===== src/rtl/rfsh_pkg.sv =====
package rfsh_pkg;

    typedef enum logic [1:0] {
        MODE_STEAL  = 2'd0,
        MODE_BURST  = 2'd1,
        MODE_HIDDEN = 2'd2,
        MODE_SPARE  = 2'd3
    } rfsh_mode_e;

    typedef enum logic [1:0] {
        ST_IDLE = 2'd0,
        ST_REF  = 2'd1,
        ST_USR  = 2'd2
    } arb_state_e;

    typedef struct packed {
        logic go_ref;
        logic go_usr;
    } arb_pick_t;

    typedef struct packed {
        logic any;
        logic full;
        logic overdue;
    } pend_flags_t;

    // Choice made in an idle cycle.
    function automatic arb_pick_t arb_pick(rfsh_mode_e m, logic req, pend_flags_t f);
        arb_pick_t p;
        p = '0;
        case (m)
            MODE_BURST:  p.go_ref = f.full;
            MODE_HIDDEN: p.go_ref = f.any && (!req || f.overdue);
            default:     p.go_ref = f.any;
        endcase
        p.go_usr = req && !p.go_ref;
        return p;
    endfunction

endpackage


===== src/rtl/rfsh_timebase.sv =====
module rfsh_timebase #(
    parameter int DIV = 1953
) (
    input  logic clk,
    input  logic rst,
    output logic tick_o
);
    localparam int DIV_W = (DIV > 2) ? $clog2(DIV) : 1;
    localparam logic [DIV_W-1:0] LAST = DIV_W'(DIV - 1);

    logic [DIV_W-1:0] cnt_q;

    assign tick_o = (cnt_q == LAST);

    always_ff @(posedge clk) begin
        if (rst)         cnt_q <= '0;
        else if (tick_o) cnt_q <= '0;
        else             cnt_q <= cnt_q + 1'b1;
    end
endmodule


===== src/rtl/rfsh_pending.sv =====
module rfsh_pending
    import rfsh_pkg::*;
#(
    parameter int ROWS    = 512,
    parameter int OVERDUE = 4
) (
    input  logic        clk,
    input  logic        rst,
    input  logic        tick_i,
    input  logic        take_i,
    output pend_flags_t flags_o
);
    localparam int PEND_W = $clog2(ROWS + 1);
    localparam logic [PEND_W-1:0] FULLV = PEND_W'(ROWS);
    localparam logic [PEND_W-1:0] ODV   = PEND_W'(OVERDUE);

    logic [PEND_W-1:0] pend_q;

    assign flags_o.any     = (pend_q != '0);
    assign flags_o.full    = (pend_q == FULLV);
    assign flags_o.overdue = (pend_q >= ODV);

    always_ff @(posedge clk) begin
        if (rst) begin
            pend_q <= '0;
        end else begin
            case ({tick_i, take_i})
                2'b10:   if (pend_q != FULLV) pend_q <= pend_q + 1'b1;
                2'b01:   pend_q <= pend_q - 1'b1;
                default: pend_q <= pend_q;
            endcase
        end
    end
endmodule


===== src/rtl/rfsh_row_ctr.sv =====
module rfsh_row_ctr #(
    parameter int ROW_W = 9
) (
    input  logic             clk,
    input  logic             rst,
    input  logic             step_i,
    output logic [ROW_W-1:0] row_o
);
    always_ff @(posedge clk) begin
        if (rst)         row_o <= '0;
        else if (step_i) row_o <= row_o + 1'b1;
    end
endmodule


===== src/rtl/rfsh_arb_fsm.sv =====
module rfsh_arb_fsm
    import rfsh_pkg::*;
#(
    parameter int RAS_CYC = 30,
    parameter int PRE_CYC = 8,
    parameter int USR_CYC = 12
) (
    input  logic        clk,
    input  logic        rst,
    input  rfsh_mode_e  mode_i,
    input  logic        req_i,
    input  pend_flags_t flags_i,
    output logic        take_o,
    output logic        step_o,
    output logic        ras_o,
    output logic        sel_o,
    output logic        gnt_o,
    output logic        wait_o
);
    localparam int REF_CYC = RAS_CYC + PRE_CYC;
    localparam int MAXC    = (REF_CYC > USR_CYC) ? REF_CYC : USR_CYC;
    localparam int CYC_W   = $clog2(MAXC + 1);
    localparam logic [CYC_W-1:0] REF_LAST = CYC_W'(REF_CYC - 1);
    localparam logic [CYC_W-1:0] USR_LAST = CYC_W'(USR_CYC - 1);
    localparam logic [CYC_W-1:0] RAS_END  = CYC_W'(RAS_CYC);

    arb_state_e       st_q;
    logic [CYC_W-1:0] cnt_q;
    arb_pick_t        pick;
    logic             ref_last, usr_last, chain;

    assign pick     = arb_pick(mode_i, req_i, flags_i);
    assign ref_last = (st_q == ST_REF) && (cnt_q == REF_LAST);
    assign usr_last = (st_q == ST_USR) && (cnt_q == USR_LAST);
    assign chain    = ref_last && (mode_i == MODE_BURST) && flags_i.any;

    assign take_o = ((st_q == ST_IDLE) && pick.go_ref) || chain;
    assign step_o = ref_last;
    assign sel_o  = (st_q == ST_REF);
    assign ras_o  = (st_q == ST_REF) && (cnt_q < RAS_END);
    assign gnt_o  = (st_q == ST_USR) && (cnt_q == '0);
    assign wait_o = (req_i && (st_q != ST_USR)) ||
                    ((st_q == ST_REF) && (mode_i == MODE_BURST));

    always_ff @(posedge clk) begin
        if (rst) begin
            st_q  <= ST_IDLE;
            cnt_q <= '0;
        end else begin
            case (st_q)
                ST_IDLE: begin
                    cnt_q <= '0;
                    if (pick.go_ref)      st_q <= ST_REF;
                    else if (pick.go_usr) st_q <= ST_USR;
                end
                ST_REF: begin
                    if (ref_last) begin
                        cnt_q <= '0;
                        st_q  <= chain ? ST_REF : ST_IDLE;
                    end else begin
                        cnt_q <= cnt_q + 1'b1;
                    end
                end
                ST_USR: begin
                    if (usr_last) begin
                        cnt_q <= '0;
                        st_q  <= ST_IDLE;
                    end else begin
                        cnt_q <= cnt_q + 1'b1;
                    end
                end
                default: begin
                    cnt_q <= '0;
                    st_q  <= ST_IDLE;
                end
            endcase
        end
    end
endmodule


===== src/rtl/dram_refresh_arbiter.sv =====
module dram_refresh_arbiter
    import rfsh_pkg::*;
#(
    parameter int ROW_W   = 9,
    parameter int DIV     = 1953,
    parameter int RAS_CYC = 30,
    parameter int PRE_CYC = 8,
    parameter int USR_CYC = 12,
    parameter int OVERDUE = 4
) (
    input  logic             clk,
    input  logic             rst,
    input  logic [1:0]       mode_i,
    input  logic             usr_req_i,
    output logic             usr_wait_o,
    output logic             usr_gnt_o,
    output logic             rfsh_ras_o,
    output logic             addr_sel_rfsh_o,
    output logic [ROW_W-1:0] rfsh_row_o
);
    localparam int ROWS = 1 << ROW_W;

    logic        tick, take, step;
    pend_flags_t flags;
    rfsh_mode_e  mode;

    assign mode = rfsh_mode_e'(mode_i);

    rfsh_timebase #(.DIV(DIV)) u_tb (
        .clk(clk), .rst(rst), .tick_o(tick)
    );

    rfsh_pending #(.ROWS(ROWS), .OVERDUE(OVERDUE)) u_pend (
        .clk(clk), .rst(rst), .tick_i(tick), .take_i(take), .flags_o(flags)
    );

    rfsh_row_ctr #(.ROW_W(ROW_W)) u_row (
        .clk(clk), .rst(rst), .step_i(step), .row_o(rfsh_row_o)
    );

    rfsh_arb_fsm #(.RAS_CYC(RAS_CYC), .PRE_CYC(PRE_CYC), .USR_CYC(USR_CYC)) u_fsm (
        .clk(clk), .rst(rst), .mode_i(mode), .req_i(usr_req_i), .flags_i(flags),
        .take_o(take), .step_o(step), .ras_o(rfsh_ras_o), .sel_o(addr_sel_rfsh_o),
        .gnt_o(usr_gnt_o), .wait_o(usr_wait_o)
    );
endmodule


===== config.mk =====
export PLATFORM = sky130hd
export DESIGN_NAME = dram_refresh_arbiter
export DESIGN_NICKNAME = d
export VERILOG_FILES = /design/src/rtl/rfsh_pkg.sv /design/src/rtl/rfsh_timebase.sv /design/src/rtl/rfsh_pending.sv /design/src/rtl/rfsh_row_ctr.sv /design/src/rtl/rfsh_arb_fsm.sv /design/src/rtl/dram_refresh_arbiter.sv
export SDC_FILE = /design/constraint.sdc
export NUM_CORES = 1
export LEC_CHECK = 0
export ABC_AREA = 1
export CAP_MARGIN = 30
export CORE_AREA = 4 4 71 73
export DETAILED_ROUTE_END_ITERATION = 8
export DIE_AREA = 0 0 75 77
export MAX_ROUTING_LAYER = met4
export PLACE_DENSITY = 0.74
export SETUP_SLACK_MARGIN = 0.15
export SLEW_MARGIN = 20
export SYNTH_ARGS = -nofsm -noshare
export SYNTH_HDL_FRONTEND = slang
export SYNTH_SLANG_ARGS = --single-unit
export TNS_END_PERCENT = 10

===== constraint.sdc =====
create_clock -name clk -period 4.1 [get_ports clk]
set_clock_uncertainty 0.15 [all_clocks]
set_input_delay 0.41 -clock clk [delete_from_list [all_inputs] [get_ports clk]]
set_output_delay 0.41 -clock clk [all_outputs]
set_load 0.01 [all_outputs]

==> results.ini, run 1 <==
[routing]
dr.pass1.iters=4
num_vias=2093
ant_nets=0
drt_iter0_markers=88
top_layer=met4
met1_length_mm=2.21
post_drt_wl_per_cell_microns=11.4
wl_met3_microns=146
finalWirelength_mm=4.63
dr_wl_met2_mm=2.24
drc_errors=0
via_per_inst=5.14

[place]
numPlacedInstances=400
io_buffers=17
dp_hpwl_mm=3.54
placed_cell_area_sq_um=2570
place_congestion=0.919

[power]
vdd_drop_max_uv=358
finalPower_mw=1.75
leakagePower_nw=1.12
p_sw_mw=0.781
swShare_pct=44.7
p_per_area_nw_per_um2=651
power_frac_clock_pct=18.5
p_int_mw=0.965
p_seq_share_pct=28.8
p_comb_share_pct=52.6

[final_layout]
final_core_util_pct=61.6
design_area_sq_um=2680
synthToLayoutAreaGrowth_pct=13.6
stdcell_count=407
final_layout_size_suffix_gt1_share_pct=9.58
diodes=0
nets=373

[clock_network]
path_clk_slew_ns=0.08
cts-resized-gates=0
clock_latency_ns=0.29
postCtsSetupBuffers=0
cts-root-buf=clkbuf_8
cts_tree=built
cts_hold_buf=0
cts_sinks=38
h-tree-depth=2
cts_buffer_depth=2
cts_buffers=5

[sta]
finalCriticalPeriod_ns=2.90
finalMaxSlewViolations=0
fin_setup_tns_ns=0
finalCritPeriodShare_pct=70.6
fmax_mhz=345
setup_viol=0
hold_violations=0
rsz0062_at_grt=no
tightest_slew_ns=0.512
max-slew-margin-rel_pct=65.4

[floorplan]
rows=24
io_pins=18
start_util_pct=54.2
dieArea_sq_um=5780
core_region_area_sq_um=4350
die_x_microns=75
fp.dieH_microns=77

[logic_synthesis]
syn_avg_cell_area_sq_um=7.02
ys_seq_elements=38
seq_area_frac_synth_pct=32.2
yosysWarnings=0
syn_area_sq_um=2360
syn_inst=336
syn-num-nets=354
ys_types=35

[setup_path]
rr_worst_depth=21
worstPathArrival_ns=2.94
path_class=register to register
cp-start-kind=register
max_stage_delay_ns=0.42
critical_path_cell_count=21
critPathRequiredTime_ns=4.15
path_delay_family=simple AND/OR/NAND/NOR gates
critPathBufInv=3
critPathMostFrequentCell=nand3_1
slowest_stage=dfxtp_1
crit_path_end_kind=register
crit_fanout=12
path_cells=ha_1 -> nand2_1 -> nor2_1 -> nand3_1 -> nor2_1 -> nand3_1 -> nand2_4 -> nand2_4 -> nand2_4 -> nand2_1 -> inv_1 -> ha_1 -> inv_1 -> nand2_1 -> nand3_1 -> o21ai_1 -> nand3_1 -> nand3_1 -> nand3_1 -> nand2_1 -> inv_1

[grt]
overflow=0
antenna_found_initial=0
first_global_vias=1965
grt_pass1_wl_mm=8.39
grt_use_total_pct=18.5
grt_max_degree=17

[min_path]
hold_path_class=register to register
whs_path_depth=1

[flow_run]
cap_viol_max_count=0

[outcome]
status=finished clean

layout make-up:
cell class / count / area [sq um]
multi-input combinational: 233 / 1350
sequential: 38 / 761
clock buffer: 6 / 82.6
clock inverter: 1 / 30.0
inverter: 60 / 225
timing repair buffer: 17 / 170
tap: 52 / 65.1
fill: 412 / 1670
metal layers:
layer / up-vias / global-route usage, %
li1: 1118 / -
met2: 23 / 29.7
met3: 2 / 4.18
met4: 0 / 5.34
met5: - / -
met1: 950 / 22.8
through the flow:
step	setup WS, ns	hold WS [ns]
4_1_cts	1.16	0.315
2_1_floorplan	1.51	0.291
3_5_place_dp	0.922	0.302
5_1_grt	0.712	0.353
6_report	1.20	0.310
3_3_place_gp	1.03	0.292
kinds of logic (layout without fill, tap and decap cells):
| group | Yosys count | count (layout) | synth area share [%] |
|---|---|---|---|
| adders and majority gates | 13 | 13 | 6.89 |
| xor gates and xnor gates | 9 | 9 | 3.66 |
| buffers and inverters | 65 | 84 | 10.7 |
| AOI/OAI and AO/OA | 45 | 45 | 11.2 |
| and+or+nand+nor | 166 | 166 | 35.3 |
| DFF | 38 | 38 | 32.2 |
layout by cell type (no fill, tap or decap), drive strengths merged, types with 2 or more instances in the layout:
cell,count
nand2,66
xor2,5
a211oi,4
nand4,5
a21oi,15
o21ai,15
clkdlybuf4s50,17
o211ai,4
inv,60
o21bai,2
nor2,44
nor4,4
nor3,10
nor3b,3
clkbuf,6
ha,13
xnor2,4
dfxtp,38
nand3,34
sequential cells by signal, indices dropped and copies added, names as in the netlist:
signal	flops
u_pend.pend_q	10
u_row.row_o	9
u_fsm.st_q	2
u_fsm.cnt_q	6
u_tb.cnt_q	11
cell usage after synthesis:
master	n	area share (%)
a211oi_1	4	1.3
a21boi_0	1	0.32
a21oi_1	15	3.2
a31o_2	1	0.37
a31oi_1	1	0.27
buf_2	1	0.21
buf_6	1	0.48
clkbuf_1	3	0.48
dfxtp_1	38	32
ha_1	13	6.9
inv_1	58	9.2
inv_2	2	0.32
nand2_1	54	8.6
nand2_2	6	1.6
nand2_4	6	2.9
nand3_1	29	6.2
nand3_2	4	1.7
nand3_4	1	0.74
nand4_1	4	1.1
nand4_2	1	0.53
nor2_1	39	6.2
nor2_2	3	0.80
nor2_4	2	0.95
nor3_1	10	2.1
nor3b_1	3	0.95
nor4_1	4	1.1
o211ai_1	4	1.3
o21ai_0	14	3.0
o21ai_1	1	0.21
o21bai_1	2	0.64
o31ai_1	1	0.32
o41ai_1	1	0.37
xnor2_1	3	1.1
xnor2_2	1	0.69
xor2_1	5	1.9
power groups by stage:
stage / sequential (mW) / clock (mW) / combinational (mW)
2_1_floorplan: 0.488 / 0 / 0.764
3_3_place_gp: 0.508 / 0 / 0.893
3_5_place_dp: 0.508 / 0 / 0.912
4_1_cts: 0.501 / 0.332 / 0.918
5_1_grt: 0.511 / 0.353 / 1.05
6_report: 0.503 / 0.324 / 0.919
worst register-to-register path: cells and delay by family (launching register included):
kind	cells	cell delay, ns
DFF	1	0.42
adders and majority gates	2	0.30
buffers and inverters	3	0.13
AOI/OAI and AO/OA	1	0.21
and+or+nand+nor	15	1.59
path summary, 6_finish.rpt:
| kind | from | endpoint | slack [ns] |
|---|---|---|---|
| max | u_fsm.cnt_q[0] | u_pend.pend_q[8] | 1.20 |
| min | u_row.row_o[8] | u_row.row_o[8] | 0.31 |
| max reg2reg | u_fsm.cnt_q[0] | u_pend.pend_q[8] | 1.20 |
| min reg2reg | u_row.row_o[8] | u_row.row_o[8] | 0.31 |
Note: power is estimated with default switching activity, not from simulation.
==> inputs of run 2 (changes only) <==
Clock period 4.1 ns to 2.9 ns, I/O delays scaled along.
==> results.ini, run 2 (synthesis gave the netlist of run 1 again) <==
[min_path]
hold_end=u_fsm.cnt_q[0]
hp-start=u_fsm.cnt_q[0]
whs_path_depth=1
hold_path_class=register to register

[grt]
grt_use_total_pct=18.6
overflow=0
grt_pass1_wl_mm=8.51
first_global_vias=2035
antenna_found_initial=0
grt_max_degree=16

[clock_network]
cts_buffer_depth=2
h-tree-depth=2
cts-root-buf=clkbuf_8
path_clk_slew_ns=0.09
cts_buffers=5
clock_latency_ns=0.29
cts_tree=built
cts_sinks=38

[routing]
post_drt_wl_per_cell_microns=11.5
via_per_inst=5.10
drc_errors=0
ant_nets=0
finalWirelength_mm=4.86
dr.pass1.iters=4
num_vias=2154
drt_iter0_markers=99

[setup_path]
rr_worst_depth=23
timing.rr.end=u_pend.pend_q[6]
worstReg2RegStart=u_pend.pend_q[3]
crit_fanout=6
path_cells=nor2_2 -> nand2_1 -> nor2_4 -> nand3_2 -> nand2_1 -> inv_1 -> nand2_2 -> nand3_4 -> nand2_4 -> nand2_4 -> nand2_4 -> nand2_2 -> inv_2 -> ha_2 -> inv_2 -> nand2_2 -> nand3_2 -> buf_6 -> nor2_2 -> nand2_1 -> o21ai_1 -> nand2_1 -> a31oi_1
path_class=register to register
critPathRequiredTime_ns=2.98
cp-start-kind=register
slowest_stage=dfxtp_2
max_stage_delay_ns=0.35
crit_path_end_kind=register
critPathMostFrequentCell=nand2_1
r2r_slack_ns=0.35
worstPathArrival_ns=2.63

[power]
finalPower_mw=2.58
leakagePower_nw=1.19
vdd_drop_max_uv=597
p_per_area_nw_per_um2=906

[outcome]
status=finished clean

[final_layout]
multi_input_area_sq_um=1400
register_area_sq_um=781
synthToLayoutAreaGrowth_pct=20.7
regMostFlops=u_tb.cnt_q
design_area_sq_um=2850
largest_reg_flops=11
final_layout_size_suffix_gt1_share_pct=20.0
fill_cells=380
diodes=0
largestRegisters=u_tb.cnt_q: 11 flops, u_pend.pend_q: 10 flops, u_row.row_o: 9 flops
nets=387
final_cell_mix=55 x inv_1, 52 x nand2_1, 35 x nor2_1
layout_commonest_cell=inv_1

[sta]
setup_viol=0
finalCriticalPeriod_ns=2.55
fin_setup_tns_ns=0
finalCritPeriodShare_pct=88.1
tightest_slew_ns=0.569
rsz0062_at_grt=no
finalMaxSlewViolations=0
hold_violations=0
max-slew-margin-rel_pct=61.6
fmax_mhz=392

[place]
dp_hpwl_mm=3.72
place_congestion=0.886
placed_cell_area_sq_um=2640
io_buffers=17

[floorplan]
die_x_microns=75
io_pins=18
fp.dieH_microns=77
core_region_area_sq_um=4350
start_util_pct=54.2
rows=24
dieArea_sq_um=5780

[flow_run]
cap_viol_max_count=0

[run 2: cell count changes in the layout (fill, tap and decap cells not counted), sizes merged]
cell / change
buf: +14
bufinv: -1
clkdlybuf4s50: -1
clkinv: +1
clkinvlp: +1
dlymetal6s2s: +1
[run 2: final cells by class]
class,count,share of cell area (%)
clock buffers,6,2.90
multi-input cells,233,49.2
flip-flops and latches,38,27.4
clock inverters,2,0.439
inverters,60,7.91
repair buffers,31,9.88
well taps,52,2.28
[run 2: worst max path at each step]
stage	start	to	slack (ns)
6_report	u_pend.pend_q[3]	u_pend.pend_q[6]	0.35
5_1_grt	u_pend.pend_q[3]	u_pend.pend_q[6]	0.09
4_1_cts	u_tb.cnt_q[0]	u_pend.pend_q[9]	0.23
3_5_place_dp	mode_i[0]	u_pend.pend_q[8]	-0.006
3_3_place_gp	mode_i[0]	u_pend.pend_q[9]	0.08
2_1_floorplan	u_fsm.cnt_q[0]	u_pend.pend_q[8]	0.31
[run 2: where the power goes]
part | switching (mW) | internal, mW | total (mW)
registers | 0.115 | 0.625 | 0.739
logic | 0.857 | 0.602 | 1.46
clock network | 0.192 | 0.191 | 0.383
total | 1.16 | 1.42 | 2.58
[run 2: per-stage QoR]
| step | std cells | setup WS, ns | util [%] | hold WS (ns) |
|---|---|---|---|---|
| floorplan | 336 | 0.314 | - | 0.291 |
| global placement | 410 | 0.0842 | 60.7 | 0.289 |
| finish | 422 | 0.346 | 65.4 | 0.302 |
| CTS | 418 | 0.228 | 62.9 | 0.313 |
| detailed placement | 410 | -0.00618 | 60.7 | 0.300 |
| global route | 422 | 0.0915 | 65.4 | 0.332 |
[run 2: repair_timing]
action                     CTS  global route
gates resized for setup      0            33
setup endpoints to repair    0             8
hold buffers                 0             0
setup buffers                0             4
[run 2: metal layers]
layer	global-route usage, %	wire length [microns]	share of wire [%]
met1	22.8	2230	46
met2	30.8	2420	50
met5	-	0	0
met4	3.56	46	0.95
met3	4.44	164	3.4
[run 2: worst max-delay path: cells and delay by family (launching register included)]
kind                     cells  cell delay (ns)
flip-flops                   1             0.35
buffers and inverters        4             0.26
AND/OR/NAND/NOR             16             1.36
AO/OA/AOI/OAI                2             0.22
adder cells (fa/ha/maj)      1             0.15
